==> src/rtl/prox_burst_pkg.sv <==
package prox_burst_pkg;

   typedef enum logic [2:0] {
      PS_OFF    = 3'd0,
      PS_SETTLE = 3'd1,
      PS_HIGH   = 3'd2,
      PS_LOW    = 3'd3,
      PS_GAP    = 3'd4
   } prox_phase_t;

   function automatic int unsigned us_to_cycles(input int unsigned us,
                                                input int unsigned clk_hz);
      return us * (clk_hz / 32'd1_000_000);
   endfunction

   function automatic int unsigned max2(input int unsigned a, input int unsigned b);
      return (a > b) ? a : b;
   endfunction

endpackage

==> src/rtl/prox_det_sync.sv <==
module prox_det_sync #(
   parameter int unsigned STAGES  = 2,
   parameter logic        RST_VAL = 1'b1
) (
   input  logic clk,
   input  logic rst_n,
   input  logic d_i,
   output logic q_o
);

   if (STAGES < 2) begin : g_bad_stages
      $error("prox_det_sync: STAGES must be at least 2");
   end

   logic [STAGES-1:0] chain;

   for (genvar i = 0; i < STAGES; i++) begin : g_stage
      if (i == 0) begin : g_first
         always_ff @(posedge clk or negedge rst_n) begin
            if (!rst_n) chain[0] <= RST_VAL;
            else        chain[0] <= d_i;
         end
      end else begin : g_next
         always_ff @(posedge clk or negedge rst_n) begin
            if (!rst_n) chain[i] <= RST_VAL;
            else        chain[i] <= chain[i-1];
         end
      end
   end

   assign q_o = chain[STAGES-1];

endmodule

==> src/rtl/prox_pulse_wdog.sv <==
module prox_pulse_wdog #(
   parameter int unsigned LIMIT_CYC = 8
) (
   input  logic clk,
   input  logic rst_n,
   input  logic emit_i,
   input  logic clr_i,
   output logic trip_o,
   output logic fault_o
);

   if (LIMIT_CYC < 1) begin : g_bad_limit
      $error("prox_pulse_wdog: LIMIT_CYC must be at least 1");
   end

   localparam int unsigned WW = $clog2(LIMIT_CYC + 1);
   localparam logic [WW-1:0] LAST_OK = WW'(LIMIT_CYC - 1);
   localparam logic [WW-1:0] SAT     = WW'(LIMIT_CYC);

   logic [WW-1:0] hi_cnt;
   logic          fault_q;

   // trip on the cycle that completes LIMIT_CYC consecutive high cycles
   assign trip_o  = emit_i && (hi_cnt == LAST_OK);
   assign fault_o = fault_q;

   always_ff @(posedge clk or negedge rst_n) begin
      if (!rst_n)              hi_cnt <= '0;
      else if (!emit_i)        hi_cnt <= '0;
      else if (hi_cnt != SAT)  hi_cnt <= hi_cnt + 1'b1;
   end

   always_ff @(posedge clk or negedge rst_n) begin
      if (!rst_n)       fault_q <= 1'b0;
      else if (trip_o)  fault_q <= 1'b1;
      else if (clr_i)   fault_q <= 1'b0;
   end

   AST_TRIP_CAUSE: assert property (@(posedge clk) disable iff (!rst_n)
      $rose(fault_o) |-> $past(emit_i));

   AST_FAULT_STICKY: assert property (@(posedge clk) disable iff (!rst_n)
      (fault_o && !clr_i && !trip_o) |=> fault_o);

   AST_CLEAR_WORKS: assert property (@(posedge clk) disable iff (!rst_n)
      (clr_i && !trip_o) |=> !fault_o);

endmodule

==> src/rtl/prox_burst_seq.sv <==
module prox_burst_seq
   import prox_burst_pkg::*;
#(
   parameter int unsigned SET_C  = 25,
   parameter int unsigned HI_C   = 5,
   parameter int unsigned LO_C   = 5,
   parameter int unsigned GAP_C  = 65,
   parameter int unsigned PULSES = 4
) (
   input  logic clk,
   input  logic rst_n,
   input  logic en_i,
   input  logic fault_i,
   input  logic trip_i,
   output logic sd_o,
   output logic emit_o,
   output logic sample_o
);

   if (SET_C < 1 || HI_C < 1 || LO_C < 1 || GAP_C < 1) begin : g_bad_phase
      $error("prox_burst_seq: every phase needs at least one cycle");
   end
   if (PULSES < 1) begin : g_bad_pulses
      $error("prox_burst_seq: PULSES must be at least 1");
   end

   localparam int unsigned MAXC = max2(max2(SET_C, HI_C), max2(LO_C, GAP_C));
   localparam int unsigned CW   = $clog2(MAXC + 1);
   localparam int unsigned PW   = (PULSES > 1) ? $clog2(PULSES) : 1;

   localparam logic [CW-1:0] SET_END = CW'(SET_C - 1);
   localparam logic [CW-1:0] HI_END  = CW'(HI_C - 1);
   localparam logic [CW-1:0] LO_END  = CW'(LO_C - 1);
   localparam logic [CW-1:0] GAP_END = CW'(GAP_C - 1);

   prox_phase_t   phase_q, phase_d;
   logic [CW-1:0] cnt_q,   cnt_d;
   logic [PW-1:0] pidx_q,  pidx_d;
   logic          last_pulse;

   // a single-pulse burst needs no pulse index compare
   if (PULSES == 1) begin : g_single
      assign last_pulse = 1'b1;
   end else begin : g_multi
      localparam logic [PW-1:0] P_END = PW'(PULSES - 1);
      assign last_pulse = (pidx_q == P_END);
   end

   always_comb begin
      phase_d = phase_q;
      cnt_d   = cnt_q + 1'b1;
      pidx_d  = pidx_q;
      unique case (phase_q)
         PS_OFF: begin
            cnt_d = '0;
            if (en_i && !fault_i) phase_d = PS_SETTLE;
         end
         PS_SETTLE: begin
            if (cnt_q == SET_END) begin
               phase_d = PS_HIGH;
               cnt_d   = '0;
               pidx_d  = '0;
            end
         end
         PS_HIGH: begin
            if (cnt_q == HI_END) begin
               cnt_d   = '0;
               phase_d = last_pulse ? PS_GAP : PS_LOW;
            end
         end
         PS_LOW: begin
            if (cnt_q == LO_END) begin
               phase_d = PS_HIGH;
               cnt_d   = '0;
               pidx_d  = pidx_q + 1'b1;
            end
         end
         PS_GAP: begin
            if (cnt_q == GAP_END) begin
               phase_d = PS_HIGH;
               cnt_d   = '0;
               pidx_d  = '0;
            end
         end
         default: begin
            phase_d = PS_OFF;
            cnt_d   = '0;
         end
      endcase
      // disable, a watchdog trip or a held fault all force power-down
      if (!en_i || trip_i || fault_i) begin
         phase_d = PS_OFF;
         cnt_d   = '0;
         pidx_d  = '0;
      end
   end

   always_ff @(posedge clk or negedge rst_n) begin
      if (!rst_n) begin
         phase_q <= PS_OFF;
         cnt_q   <= '0;
         pidx_q  <= '0;
      end else begin
         phase_q <= phase_d;
         cnt_q   <= cnt_d;
         pidx_q  <= pidx_d;
      end
   end

   assign sd_o     = (phase_q == PS_OFF);
   assign emit_o   = (phase_q == PS_HIGH);
   assign sample_o = (phase_q == PS_GAP) && (cnt_q == '0);

   AST_DISABLE_OFF: assert property (@(posedge clk) disable iff (!rst_n)
      !en_i |=> (sd_o && !emit_o));

   AST_FAULT_SHUTDOWN: assert property (@(posedge clk) disable iff (!rst_n)
      fault_i |-> (sd_o && !emit_o));

   AST_TRIP_CUTS: assert property (@(posedge clk) disable iff (!rst_n)
      trip_i |=> !emit_o);

endmodule

==> src/rtl/prox_burst_ctrl.sv <==
module prox_burst_ctrl
   import prox_burst_pkg::*;
#(
   parameter int unsigned CLK_HZ      = 10_000_000,
   parameter int unsigned SETTLE_US   = 25,
   parameter int unsigned PULSES      = 50,
   parameter int unsigned PERIOD_US   = 100,
   parameter int unsigned HIGH_US     = 50,
   parameter int unsigned WDOG_US     = 80,
   parameter int unsigned INTERVAL_US = 1_000_000,
   parameter int unsigned SYNC_STAGES = 2
) (
   input  logic clk,
   input  logic rst_n,
   input  logic en,
   input  logic fault_clr,
   input  logic det_n,
   output logic sensor_sd,
   output logic emit,
   output logic present,
   output logic burst_done,
   output logic fault
);

   if (CLK_HZ < 1_000_000 || (CLK_HZ % 1_000_000) != 0) begin : g_bad_clk
      $error("prox_burst_ctrl: CLK_HZ must be a whole number of MHz");
   end
   if (SETTLE_US < 20) begin : g_bad_settle
      $error("prox_burst_ctrl: SETTLE_US must be at least 20");
   end
   if (WDOG_US < 1 || WDOG_US >= 85) begin : g_bad_wdog
      $error("prox_burst_ctrl: WDOG_US must lie in 1..84");
   end
   if (HIGH_US < 1 || PERIOD_US <= HIGH_US) begin : g_bad_period
      $error("prox_burst_ctrl: need 1 <= HIGH_US < PERIOD_US");
   end
   if (PULSES < 1) begin : g_bad_pulses
      $error("prox_burst_ctrl: PULSES must be at least 1");
   end
   if (INTERVAL_US <= (PULSES - 1) * PERIOD_US + HIGH_US) begin : g_bad_interval
      $error("prox_burst_ctrl: INTERVAL_US must exceed the burst length");
   end

   localparam int unsigned SET_C   = us_to_cycles(SETTLE_US, CLK_HZ);
   localparam int unsigned HI_C    = us_to_cycles(HIGH_US, CLK_HZ);
   localparam int unsigned LO_C    = us_to_cycles(PERIOD_US - HIGH_US, CLK_HZ);
   localparam int unsigned WD_C    = us_to_cycles(WDOG_US, CLK_HZ);
   localparam int unsigned IV_C    = us_to_cycles(INTERVAL_US, CLK_HZ);
   localparam int unsigned BURST_C = us_to_cycles((PULSES - 1) * PERIOD_US + HIGH_US, CLK_HZ);
   localparam int unsigned GAP_C   = IV_C - BURST_C;

   logic det_s;
   logic trip;
   logic sample_stb;
   logic present_q;
   logic done_q;

   prox_det_sync #(
      .STAGES  (SYNC_STAGES),
      .RST_VAL (1'b1)
   ) u_sync (
      .clk   (clk),
      .rst_n (rst_n),
      .d_i   (det_n),
      .q_o   (det_s)
   );

   prox_pulse_wdog #(
      .LIMIT_CYC (WD_C)
   ) u_wdog (
      .clk     (clk),
      .rst_n   (rst_n),
      .emit_i  (emit),
      .clr_i   (fault_clr),
      .trip_o  (trip),
      .fault_o (fault)
   );

   prox_burst_seq #(
      .SET_C  (SET_C),
      .HI_C   (HI_C),
      .LO_C   (LO_C),
      .GAP_C  (GAP_C),
      .PULSES (PULSES)
   ) u_seq (
      .clk      (clk),
      .rst_n    (rst_n),
      .en_i     (en),
      .fault_i  (fault),
      .trip_i   (trip),
      .sd_o     (sensor_sd),
      .emit_o   (emit),
      .sample_o (sample_stb)
   );

   always_ff @(posedge clk or negedge rst_n) begin
      if (!rst_n) begin
         present_q <= 1'b0;
         done_q    <= 1'b0;
      end else begin
         done_q <= sample_stb;
         if (sample_stb) present_q <= ~det_s;
      end
   end

   assign present    = present_q;
   assign burst_done = done_q;

   AST_PRESENT_HOLD: assert property (@(posedge clk) disable iff (!rst_n)
      !$stable(present) |-> burst_done);

   AST_DONE_SINGLE: assert property (@(posedge clk) disable iff (!rst_n)
      burst_done |=> !burst_done);

   AST_NO_EMIT_IN_SD: assert property (@(posedge clk) disable iff (!rst_n)
      emit |-> !sensor_sd);

   AST_DONE_AFTER_PULSE: assert property (@(posedge clk) disable iff (!rst_n)
      $rose(burst_done) |-> ($past(emit, 2) && !$past(emit)));

endmodule

==> config.mk <==
export PLATFORM = sky130hd
export DESIGN_NAME = prox_burst_ctrl
export DESIGN_NICKNAME = d
export VERILOG_FILES = /design/src/rtl/prox_burst_pkg.sv /design/src/rtl/prox_det_sync.sv /design/src/rtl/prox_pulse_wdog.sv /design/src/rtl/prox_burst_seq.sv /design/src/rtl/prox_burst_ctrl.sv
export SDC_FILE = /design/constraint.sdc
export NUM_CORES = 1
export LEC_CHECK = 0
export BUFFER_PORTS_ARGS = -buffer_cell sky130_fd_sc_hd__buf_2
export CORE_ASPECT_RATIO = 1.1
export CORE_UTILIZATION = 50
export DETAILED_ROUTE_END_ITERATION = 8
export PLACE_DENSITY = 0.68
export SLEW_MARGIN = 20
export SYNTH_ARGS = -nofsm -noshare
export SYNTH_HDL_FRONTEND = slang
export SYNTH_HIERARCHICAL = 1
export SYNTH_SLANG_ARGS = --single-unit
==> constraint.sdc <==
create_clock -name clk -period 2.7 [get_ports clk]
set_clock_uncertainty 0.2 [all_clocks]
set_input_delay 0.81 -clock clk [delete_from_list [all_inputs] [get_ports clk]]
set_output_delay 0.81 -clock clk [all_outputs]
set_load 0.05 [all_outputs]
; ---- After elaboration in Yosys (flattened, before gate mapping)
; Cells that the tools add are included.
[totals]
regBits = 48
in_bits = 5
word_cells = 65
[op_classes]
n_addsub = 3
eq_ne = 16
muxes = 22
bitwise_logic = 1
n_reduce_logical = 14
[op_table]
columns = operator, count
row1 = two-way mux 24 bit, 4
row2 = case mux 24 bit (3 select lines), 1
row3 = adder 24 x 1 -> 24 bit (second input constant), 1
row4 = equality test 24 bit (second input constant), 1
row5 = equality test 24 x 8 -> 1 bit (second input constant), 1
row6 = equality test 24 x 9 -> 1 bit (second input constant), 1
row7 = zero test 24 bit, 1
row8 = two-way mux 6 bit, 4
row9 = two-way mux 3 bit, 7
row10 = two-way mux 10 bit, 2
row11 = case mux 6 bit (3 select lines), 1
row12 = != test 3 x 1 -> 1 bit (second input constant), 5
row13 = case mux 3 bit (5 select lines), 1
row14 = adder 10 x 1 -> 10 bit (second input constant), 1
row15 = equality test 10 bit (second input constant), 1
row16 = != test 10 bit (second input constant), 1
row17 = adder 6 x 1 -> 6 bit (second input constant), 1
row18 = equality test 3 x 2 -> 1 bit (second input constant), 2
row19 = equality test 6 bit (second input constant), 1
row20 = AND reduction 5 bit, 1
row21 = AND reduction 4 bit, 1
row22 = nonzero test 4 bit, 1
row23 = equality test 3 x 1 -> 1 bit (second input constant), 1
row24 = equality test 3 bit (second input constant), 1
row25 = other kinds (9), 14

; ---- Logic depth before layout (Yosys ltp)
; Gate-level depths: netlist (run 1).
[depth]
word_depth = 6
depth_mapped = 11

; ---- Cells and area by module
; The synthesis (run 1) kept the hierarchy.
[modules_own_cells]
columns = mod, instances, cells_each, area_each_um2, seq_area_each_um2
row1 = prox_burst_seq, 1, 212, 1944.4, 825.8
row2 = prox_pulse_wdog, 1, 61, 599.3, 275.3
row3 = prox_burst_ctrl, 1, 4, 63.8, 50.0
row4 = prox_det_sync, 1, 2, 52.6, 52.6

; ---- Least setup slack after synthesis (run 1)
; No wires, ideal clock.
[synth_path]
kind = register to register
start = register u_seq.phase_q[1]
end = register u_seq.cnt_q[16]
setup_ns = 0.119
arrival_time_ns = 3.150
t_required_ns = 2.381
slack_ns = -0.769
path_stages_with_launch = 12
period_less_slack_ns = 3.469
cell_sequence = dfrtp_1 -> clkbuf_1 -> nand2b_1 -> nor2_1 -> clkinv_1 -> nor4b_1 -> nor3b_1 -> nand2_1 -> nor2_1 -> a22oi_4 -> buf_6 -> nor2_1
[synth_via]
elab_chain_len = 5
elab_cells_between_ends = 10
classes_between = eq/ne: 4 / mux: 2 / reduce/logical: 4
[synth_lines]
columns = element, line_no
row1 = "start, declared", prox_burst_seq.sv:36  ; prox_phase_t phase_q, phase_d;
row2 = "start signal, assigned", prox_burst_seq.sv:104  ; phase_q <= phase_d;
row3 = equality test 3 x 2 -> 1 bit, prox_burst_seq.sv:111  ; assign emit_o = (phase_q == PS_HIGH);
row4 = named net emit, prox_burst_ctrl.sv:19  ; output logic emit,
row5 = logical AND 1 bit, prox_pulse_wdog.sv:24  ; assign trip_o = emit_i && (hi_cnt == LAST_OK);
row6 = named net trip, prox_burst_ctrl.sv:53  ; logic trip;
row7 = logical OR 1 bit (2 in series), prox_burst_seq.sv:91  ; if (!en_i || trip_i || fault_i) begin
row8 = two-way mux 24 bit, prox_burst_seq.sv:91
row9 = named net u_seq.cnt_d[16], prox_burst_seq.sv:37  ; logic [CW-1:0] cnt_q, cnt_d;
row10 = "end signal, assigned", prox_burst_seq.sv:105  ; cnt_q <= cnt_d;
row11 = "end, declared", prox_burst_seq.sv:37
; The timed path passes the listed nets, and every way through them passes these cells.
; A chain may end at the register's enable or synchronous reset.

; ---- Final worst setup path (run 1)
[layout_path]
start = register u_wdog.hi_cnt[1]
end = register u_seq.pidx_q[1]
[layout_via]
elab_chain_len = 6
elab_cells_between_ends = 10
classes_between = eq/ne: 4 / mux: 1 / reduce/logical: 5
[layout_lines]
columns = element, line_no
row1 = "start, declared", prox_pulse_wdog.sv:20  ; logic [WW-1:0] hi_cnt;
row2 = "start signal, assigned", prox_pulse_wdog.sv:30  ; else if (hi_cnt != SAT) hi_cnt <= hi_cnt + 1'b1;
row3 = equality test 10 bit *, prox_pulse_wdog.sv:24
row4 = logical AND 1 bit *, prox_pulse_wdog.sv:24
row5 = named net trip, prox_burst_ctrl.sv:53
row6 = logical OR 1 bit * (2 in series), prox_burst_seq.sv:91
row7 = != test 3 x 1 -> 1 bit (no source line) / nonzero test 4 bit (equally long branches), -
row8 = AND reduction 4 bit (no source line), -
row9 = "end signal, assigned", prox_burst_seq.sv:106  ; pidx_q <= pidx_d;
row10 = "end, declared", prox_burst_seq.sv:38  ; logic [PW-1:0] pidx_q, pidx_d;
; Mark *: on every way through the listed nets, which the timed path passes. The rest lies on a longest branch.

==> results by group, run 1 <==
Power
  • Power Total: 1.23 mW
  • VDD IR max: 0.240 mV
  • Leak Pwr: 1.20 nW
  • Power Density: 421 mW/mm2

Floorplanning
  • Top Ports: 10
  • Core footprint: 0.00507 mm2
  • Starting Density: 52.5%
  • Die height: 78.5 um
  • Row cnt: 27
  • Die ar.: 0.00562 mm2
  • Die X: 71.5 um

Yosys
  • Syn Nets: 292
  • Post-synthesis sequential area ratio: 45.2%
  • Syn Area/Cell: 9.53 um2
  • Mapped Cells: 279
  • Post-synth ARST share: 100%
  • Seq cells post-synth: 48
  • EDFF count, synth: 0
  • Synth Cell Area: 0.00266 mm2
  • Netlist cell types: 50
  • Synth Flop Type: dfrtp_1
  • Yosys warnings: 6

Setup path
  • WP data arrival: 2.58 ns
  • Reg-to-Reg End: u_seq/pidx_q[1]
  • CP Max Fanout: 5
  • Crit path required time: 2.73 ns
  • Worst R2R Setup Slack: 0.15 ns
  • R2R cell count: 8
  • Startpoint types: flip-flop
  • Endpoint class of the critical path: flip-flop
  • Critical path type: flip-flop to flip-flop
  • Worst r2r src: u_wdog/hi_cnt[1]

Clock network
  • Clock-pin slew of the registers on the worst-case setup and hold paths: 0.09 ns
  • CTS Sinks: 48
  • Clock root buffer master: clkbuf_8
  • Setup bufs post-CTS: 0
  • CTS tree: built
  • TritonCTS Buffers: 5
  • H-tree depth: 2
  • Clk buf depth: 2
  • Clk_lat worst skew: 0.30 ns

Timing
  • Rel. slew slack: 63.5%
  • Final Setup Violations: 0
  • Fin worst setup slack: 0.150 ns
  • Final setup TNS: 0 ns
  • Final min period: 2.55 ns
  • Max Clock Freq: 392 MHz
  • Crit share post-route: 94.4%
  • Final hold violation count: 0
  • Measured slew at the worst slew-check pin: 0.544 ns
  • Fin. max-slew vios: 0

Drt
  • WL per Instance: 14.4 um
  • Via count: 2044
  • Final WL: 5120 um
  • Residual DRC count: 0
  • Vias per cell: 5.74
  • Number of DRC markers in iteration 0: 102
  • Final ANT Viol Nets: 0
  • Drt first pass iters: 4

Cells and area
  • Fill count: 454
  • Finished Cell Area: 0.00293 mm2
  • Share of layout cells above drive strength 1: 14.4%
  • Diodes inserted: 0
  • Nets: 310
  • Synthesis-to-finish area growth: 10.2%

Run
  • Max-Cap Viols: 0

Global routing
  • Vias in the first global route: 1921
  • Total global-route track usage: 20.0%
  • First-pass GRT wire length: 8800 um
  • Initial antenna violation count: 0
  • Remaining Overflow, GRT: 0
  • Largest net degree at the start of global routing: 28

Place
  • Routability cong.: 0.826
  • Dpl cell area: 0.00284 mm2
  • Port bufs: 9
  • Detailed Place HPWL: 3710 um
  • Dpl ws: 0.118 ns

Run status
  • Outcome: finished clean

Hold path
  • Worst min-delay path startpoint: u_sync/chain[0]
  • Hold worst-path end: u_sync/q_o
  • Hold WC Path Type: flip-flop to flip-flop
  • Hold path depth: 0
==> worst max-delay path, stage by stage (launching register included) <==
cell and delay (ns):
dfrtp_1 0.44, ha_1 0.23, nand4_1 0.16, nor4b_2 0.08, or3b_2 0.54, nor2_2 0.19, nand2_1 0.13, or4_1 0.42
nand2_1 0.10
==> timing repair <==
item	in CTS	in global routing
resized for setup	0	2
hold buffers	0	0
setup endpoints to repair	0	5
==> final cells by class <==
class / count / area [um2] / share of cell area [%]
inverter: 14 / 53.8 / 1.84
timing repair buffer: 18 / 138 / 4.70
clock buffer: 7 / 76.3 / 2.60
tap: 58 / 72.6 / 2.48
multi-input combinational: 210 / 1380 / 47.1
clock inverter: 1 / 5.00 / 0.171
sequential: 48 / 1200 / 41.1
==> per-layer routing <==
metal	track usage [%]	vias to the layer above	wire, um
met5	0	-	0
met4	7.06	0	76
met3	3.59	8	113
met2	32.9	24	2440
met1	26.5	990	2480
li1	-	1022	-
==> how the worst max path moves through the flow <==
| stage | startpoint | end | cells past startpoint |
|---|---|---|---|
| after floorplan | u_seq/phase_q[1] | u_seq/pidx_q[5] | 10 |
| after detailed placement | u_wdog/hi_cnt[1] | u_seq/pidx_q[1] | 8 |
| after CTS | u_wdog/hi_cnt[1] | u_seq/pidx_q[1] | 8 |
| after global placement | en | u_seq/pidx_q[1] | 6 |
| final | u_wdog/hi_cnt[1] | u_seq/pidx_q[1] | 8 |
| after global routing | u_seq/cnt_q[20] | u_seq/pidx_q[1] | 6 |
==> power by group <==
part           switching (mW)  internal, mW  leakage (nW)
sequential             0.0104         0.726         0.661
combinational          0.0627        0.0289         0.501
clock                   0.224         0.182        0.0422
==> cell usage in the layout, fill, tap and decap left out, types with 2 or more instances in the layout <==
master	synthesis	final
a21oi_1	7	7
a31oi_1	2	2
and2_1	3	3
and3_1	4	4
and4_1	3	3
buf_12	0	2
buf_2	2	9
buf_4	0	7
clkbuf_1	3	2
clkbuf_8	0	5
clkinv_2	0	2
dfrtp_1	46	46
dfstp_2	2	2
ha_1	8	8
inv_1	13	13
nand2_1	19	19
nand2b_1	5	5
nand3_1	17	17
nand4_1	12	12
nand4_2	2	2
nand4b_1	2	2
nor2_1	45	43
nor2b_1	2	2
nor3_1	7	7
nor3b_1	3	3
nor4_1	2	2
nor4_4	2	2
o21ai_0	5	5
o22ai_1	2	2
o31ai_1	8	8
or3_1	2	2
or4_1	5	5
xnor2_1	9	9
xor2_1	15	15
==> cell usage after synthesis (all sizes together) (2+ instances only) <==
cell,count,area [um2]
or3b,2,17.5
nand3,17,85.1
nor4,5,67.6
or4,5,37.5
dfrtp,46,1150
a21oi,7,35.0
clkbuf,3,11.3
xor2,15,131
nand2b,5,31.3
nand2,19,71.3
o22ai,2,12.5
nor2,45,169
nor3,8,45.0
inv,13,48.8
nor2b,2,12.5
and3,4,25.0
a31oi,2,12.5
nand4b,2,17.5
and2,3,18.8
o21ai,5,25.0
buf,4,32.5
or3,3,20.0
dfstp,2,52.6
and4,3,26.3
nor3b,3,22.5
a211oi,2,15.0
xnor2,9,78.8
ha,8,100
nand4,14,100
o31ai,8,60.1
==> registers in the layout, summed over array words and instances (netlist names) <==
name            flops
burst_done          1
present             1
u_seq/cnt_q        24
u_seq/phase_q       3
u_seq/pidx_q        6
u_sync/chain        1
u_sync/q_o          1
u_wdog/fault_o      1
u_wdog/hi_cnt      10
==> metrics by stage <==
step,hold slack [ns],instances,utilization (%)
finish,0.159,356,57.8
global route,0.163,356,57.8
CTS,0.160,356,57.7
detailed placement,0.148,348,56.1
global placement,0.145,348,56.1
floorplan,0.145,279,-
==> cells by family (layout without fill, tap and decap cells) <==
kind of cell	Yosys count	in the layout	share of synthesized area, %
AND/OR/NAND/NOR	143	143	30.0
flip-flops	48	48	45.2
AO/OA/AOI/OAI	34	34	9.13
XOR/XNOR	24	24	7.90
buffers and inverters	21	40	3.62
adder cells (fa/ha/maj)	8	8	3.76
multiplexers	1	1	0.376
No activity file was read; power rests on OpenSTA's default activity.
==> inputs of run 2 (changes only) <==
--- a/config.mk
+++ b/config.mk
@@ -9,7 +9,7 @@
 export CORE_ASPECT_RATIO = 1.1
 export CORE_UTILIZATION = 50
 export DETAILED_ROUTE_END_ITERATION = 8
-export PLACE_DENSITY = 0.68
+export PLACE_DENSITY = 0.7
 export SLEW_MARGIN = 20
 export SYNTH_ARGS = -nofsm -noshare
 export SYNTH_HDL_FRONTEND = slang
==> run 2 against run 1 <==
Against the previous run: final cell count shrank 0.56%; die area unchanged; power is 7.7% higher; wire length is 2.1% lower; sequential share of layout area down 0.070 points; sequential cell count is the same; combinational power shrank 1%.
==> results by group, run 2 (same netlist as run 1, synthesis figures left out) <==
Run status
  • Outcome: finished clean

Cells and area
  • Share of layout cells above drive strength 1: 13.5% (-0.92 points)
  • Top reg by flops: u_seq/cnt_q
  • Synthesis-to-finish area growth: 10.3%
  • Cell Count, Final, Fillers Out: 354 (-0.56%)
  • Largest register FFs: 24 (unchanged)
  • Nets: 308 (-0.65%)
  • Most frequent cells in the layout: dfrtp_1 (46), nor2_1 (43), nand2_1 (19)
  • Finished Cell Area: 0.00294 mm2 (+0.17%)
  • Commonest non-fill, non-tap cell in the layout: dfrtp_1
  • Diodes inserted: 0 (unchanged)
  • Top Registers: u_seq/cnt_q: 24 flops, u_wdog/hi_cnt: 10 flops, u_seq/pidx_q: 6 flops
  • Post-layout util: 57.9% (+0.099 points)

Floorplanning
  • Row cnt: 27 (unchanged)
  • Die X: 71.5 um (unchanged)
  • Starting Density: 52.5% (unchanged)
  • Die height: 78.5 um (unchanged)
  • Core footprint: 0.00507 mm2 (unchanged)
  • Die ar.: 0.00562 mm2 (unchanged)
  • Top Ports: 10 (unchanged)

Clock network
  • Clock root buffer master: clkbuf_8
  • CTS tree: built
  • H-tree depth: 2 (unchanged)
  • CTS Sinks: 48 (unchanged)
  • Clk buf depth: 2 (unchanged)
  • Setup bufs post-CTS: 0 (unchanged)
  • Clock-pin slew of the registers on the worst-case setup and hold paths: 0.09 ns (about the same)
  • Clk_lat worst skew: 0.30 ns (about the same)
  • TritonCTS Buffers: 5 (unchanged)

Setup path
  • WP data arrival: 2.55 ns (-0.03 ns)
  • CP Max Fanout: 5 (unchanged)
  • Endpoint class of the critical path: flip-flop
  • Crit path required time: 2.74 ns (about the same)
  • Critical path type: flip-flop to flip-flop
  • Startpoint types: flip-flop

Drt
  • Final WL: 5010 um (-2.1%)
  • WL per Instance: 14.1 um (-1.6%)
  • Final ANT Viol Nets: 0 (unchanged)
  • Drt first pass iters: 4 (unchanged)
  • Vias per cell: 5.80 (+0.96%)
  • Residual DRC count: 0 (unchanged)
  • Via count: 2052 (+0.39%)
  • Number of DRC markers in iteration 0: 120 (+18%)

Power
  • Seq pwr share: 55.5% (-4.2 points)
  • Net Sw Frac: 22.4% (-1.7 points)
  • Psw: 298 uW (+0.27%)
  • Leak Pwr: 1.20 nW (about the same)
  • VDD IR max: 0.273 mV (+14%)
  • Power Total: 1.33 mW (+7.7%)
  • Internal Pwr Total: 1.03 mW (+10%)
  • Logic pwr share: 6.8% (-0.6 points)
  • Clock power frac: 37.7% (+4.8 points)
  • Power Density: 453 mW/mm2 (+7.5%)

Place
  • Port bufs: 9 (unchanged)
  • Number of cells after detailed placement: 346 (-0.57%)
  • Dpl cell area: 0.00283 mm2 (-0.53%)
  • Detailed Place HPWL: 3600 um (-3.0%)
  • Dpl ws: 0.167 ns (+0.0485 ns)
  • Routability cong.: 0.857 (+3.8%)

Timing
  • RSZ-0062 raised after global routing: no
  • Measured slew at the worst slew-check pin: 0.559 ns (+0.0155 ns)
  • Final setup TNS: 0 ns (unchanged)
  • Final hold violation count: 0 (unchanged)
  • Fin. max-slew vios: 0 (unchanged)
  • Crit share post-route: 92.8% (-1.6 points)
  • Hold WS: 0.162 ns (+0.00350 ns)
  • Max Clock Freq: 399 MHz (+1.7%)
  • Rel. slew slack: 62.5% (-1.0 points)
  • Fin worst setup slack: 0.194 ns (+0.0435 ns)
  • Final Setup Violations: 0 (unchanged)
  • Final min period: 2.51 ns (-0.0435 ns)

Global routing
  • GR met3 Demand/Resource: 3.72% (+0.13 points)
  • Met2 usage: 33.1% (+0.29 points)
  • Vias in the first global route: 1933 (+0.62%)
  • First-pass GRT wire length: 8800 um (about the same)
  • Remaining Overflow, GRT: 0 (unchanged)
  • Largest net degree at the start of global routing: 29 (+3.6%)
  • Initial antenna violation count: 0 (unchanged)
  • Total global-route track usage: 19.7% (-0.24 points)
  • M1 GR Usage: 25.8% (-0.67 points)
  • Global-route layer with the greatest usage: met2

Run
  • Max-Cap Viols: 0 (unchanged)

Hold path
  • Hold WC Path Type: flip-flop to flip-flop
run 2: final cells by class:
type,count,area (um2)
inverters,14,53.8
fillers,440,2130
clock inverters,1,30.0
multi-input cells,210,1380
repair buffers,16,123
clock buffers,7,76.3
well taps,58,72.6
flip-flops and latches,48,1200
run 2: power groups by stage:
stage	registers [mW]	logic (mW)	clock network, mW
floorplan	0.752	0.0514	0
CTS	0.737	0.0914	0.516
finish	0.738	0.0905	0.501
global placement	0.751	0.0903	0
global route	0.740	0.101	0.542
detailed placement	0.751	0.0909	0
run 2: worst paths after layout:
| kind | slack, ns | end | startpoint | depth (start not counted) |
|---|---|---|---|---|
| max | 0.19 | u_seq/pidx_q[1] | u_wdog/hi_cnt[1] | 8 |
| min | 0.16 | u_sync/q_o | u_sync/chain[0] | 0 |
| max reg2reg | 0.19 | u_seq/pidx_q[1] | u_wdog/hi_cnt[1] | 8 |
| min reg2reg | 0.16 | u_sync/q_o | u_sync/chain[0] | 0 |
| max in group asynchronous | 1.51 | u_seq/cnt_q[6] | rst_n | 2 |
| min in group asynchronous | 0.27 | u_wdog/hi_cnt[2] | rst_n | 1 |
run 2: per-layer routing:
| metal | vias to the layer above | routed length (um) |
|---|---|---|
| met5 | - | 0 |
| met4 | 0 | 67 |
| met3 | 7 | 166 |
| met2 | 39 | 2410 |
| met1 | 989 | 2370 |
| li1 | 1017 | - |
run 2: critical path, stage by stage, from the launching register on:
cell,delay [ns]
dfrtp_1,0.44
ha_1,0.24
nand4_1,0.15
nor4b_2,0.08
or3b_2,0.54
nor2_2,0.19
nand2_1,0.13
or4_1,0.41
nand2_1,0.08
run 2: what timing repair did:
item	4_1_cts	5_1_grt
endpoints found under the setup margin	0	1
hold buffers	0	0
resized for setup	0	1
hold endpoints to repair	0	0
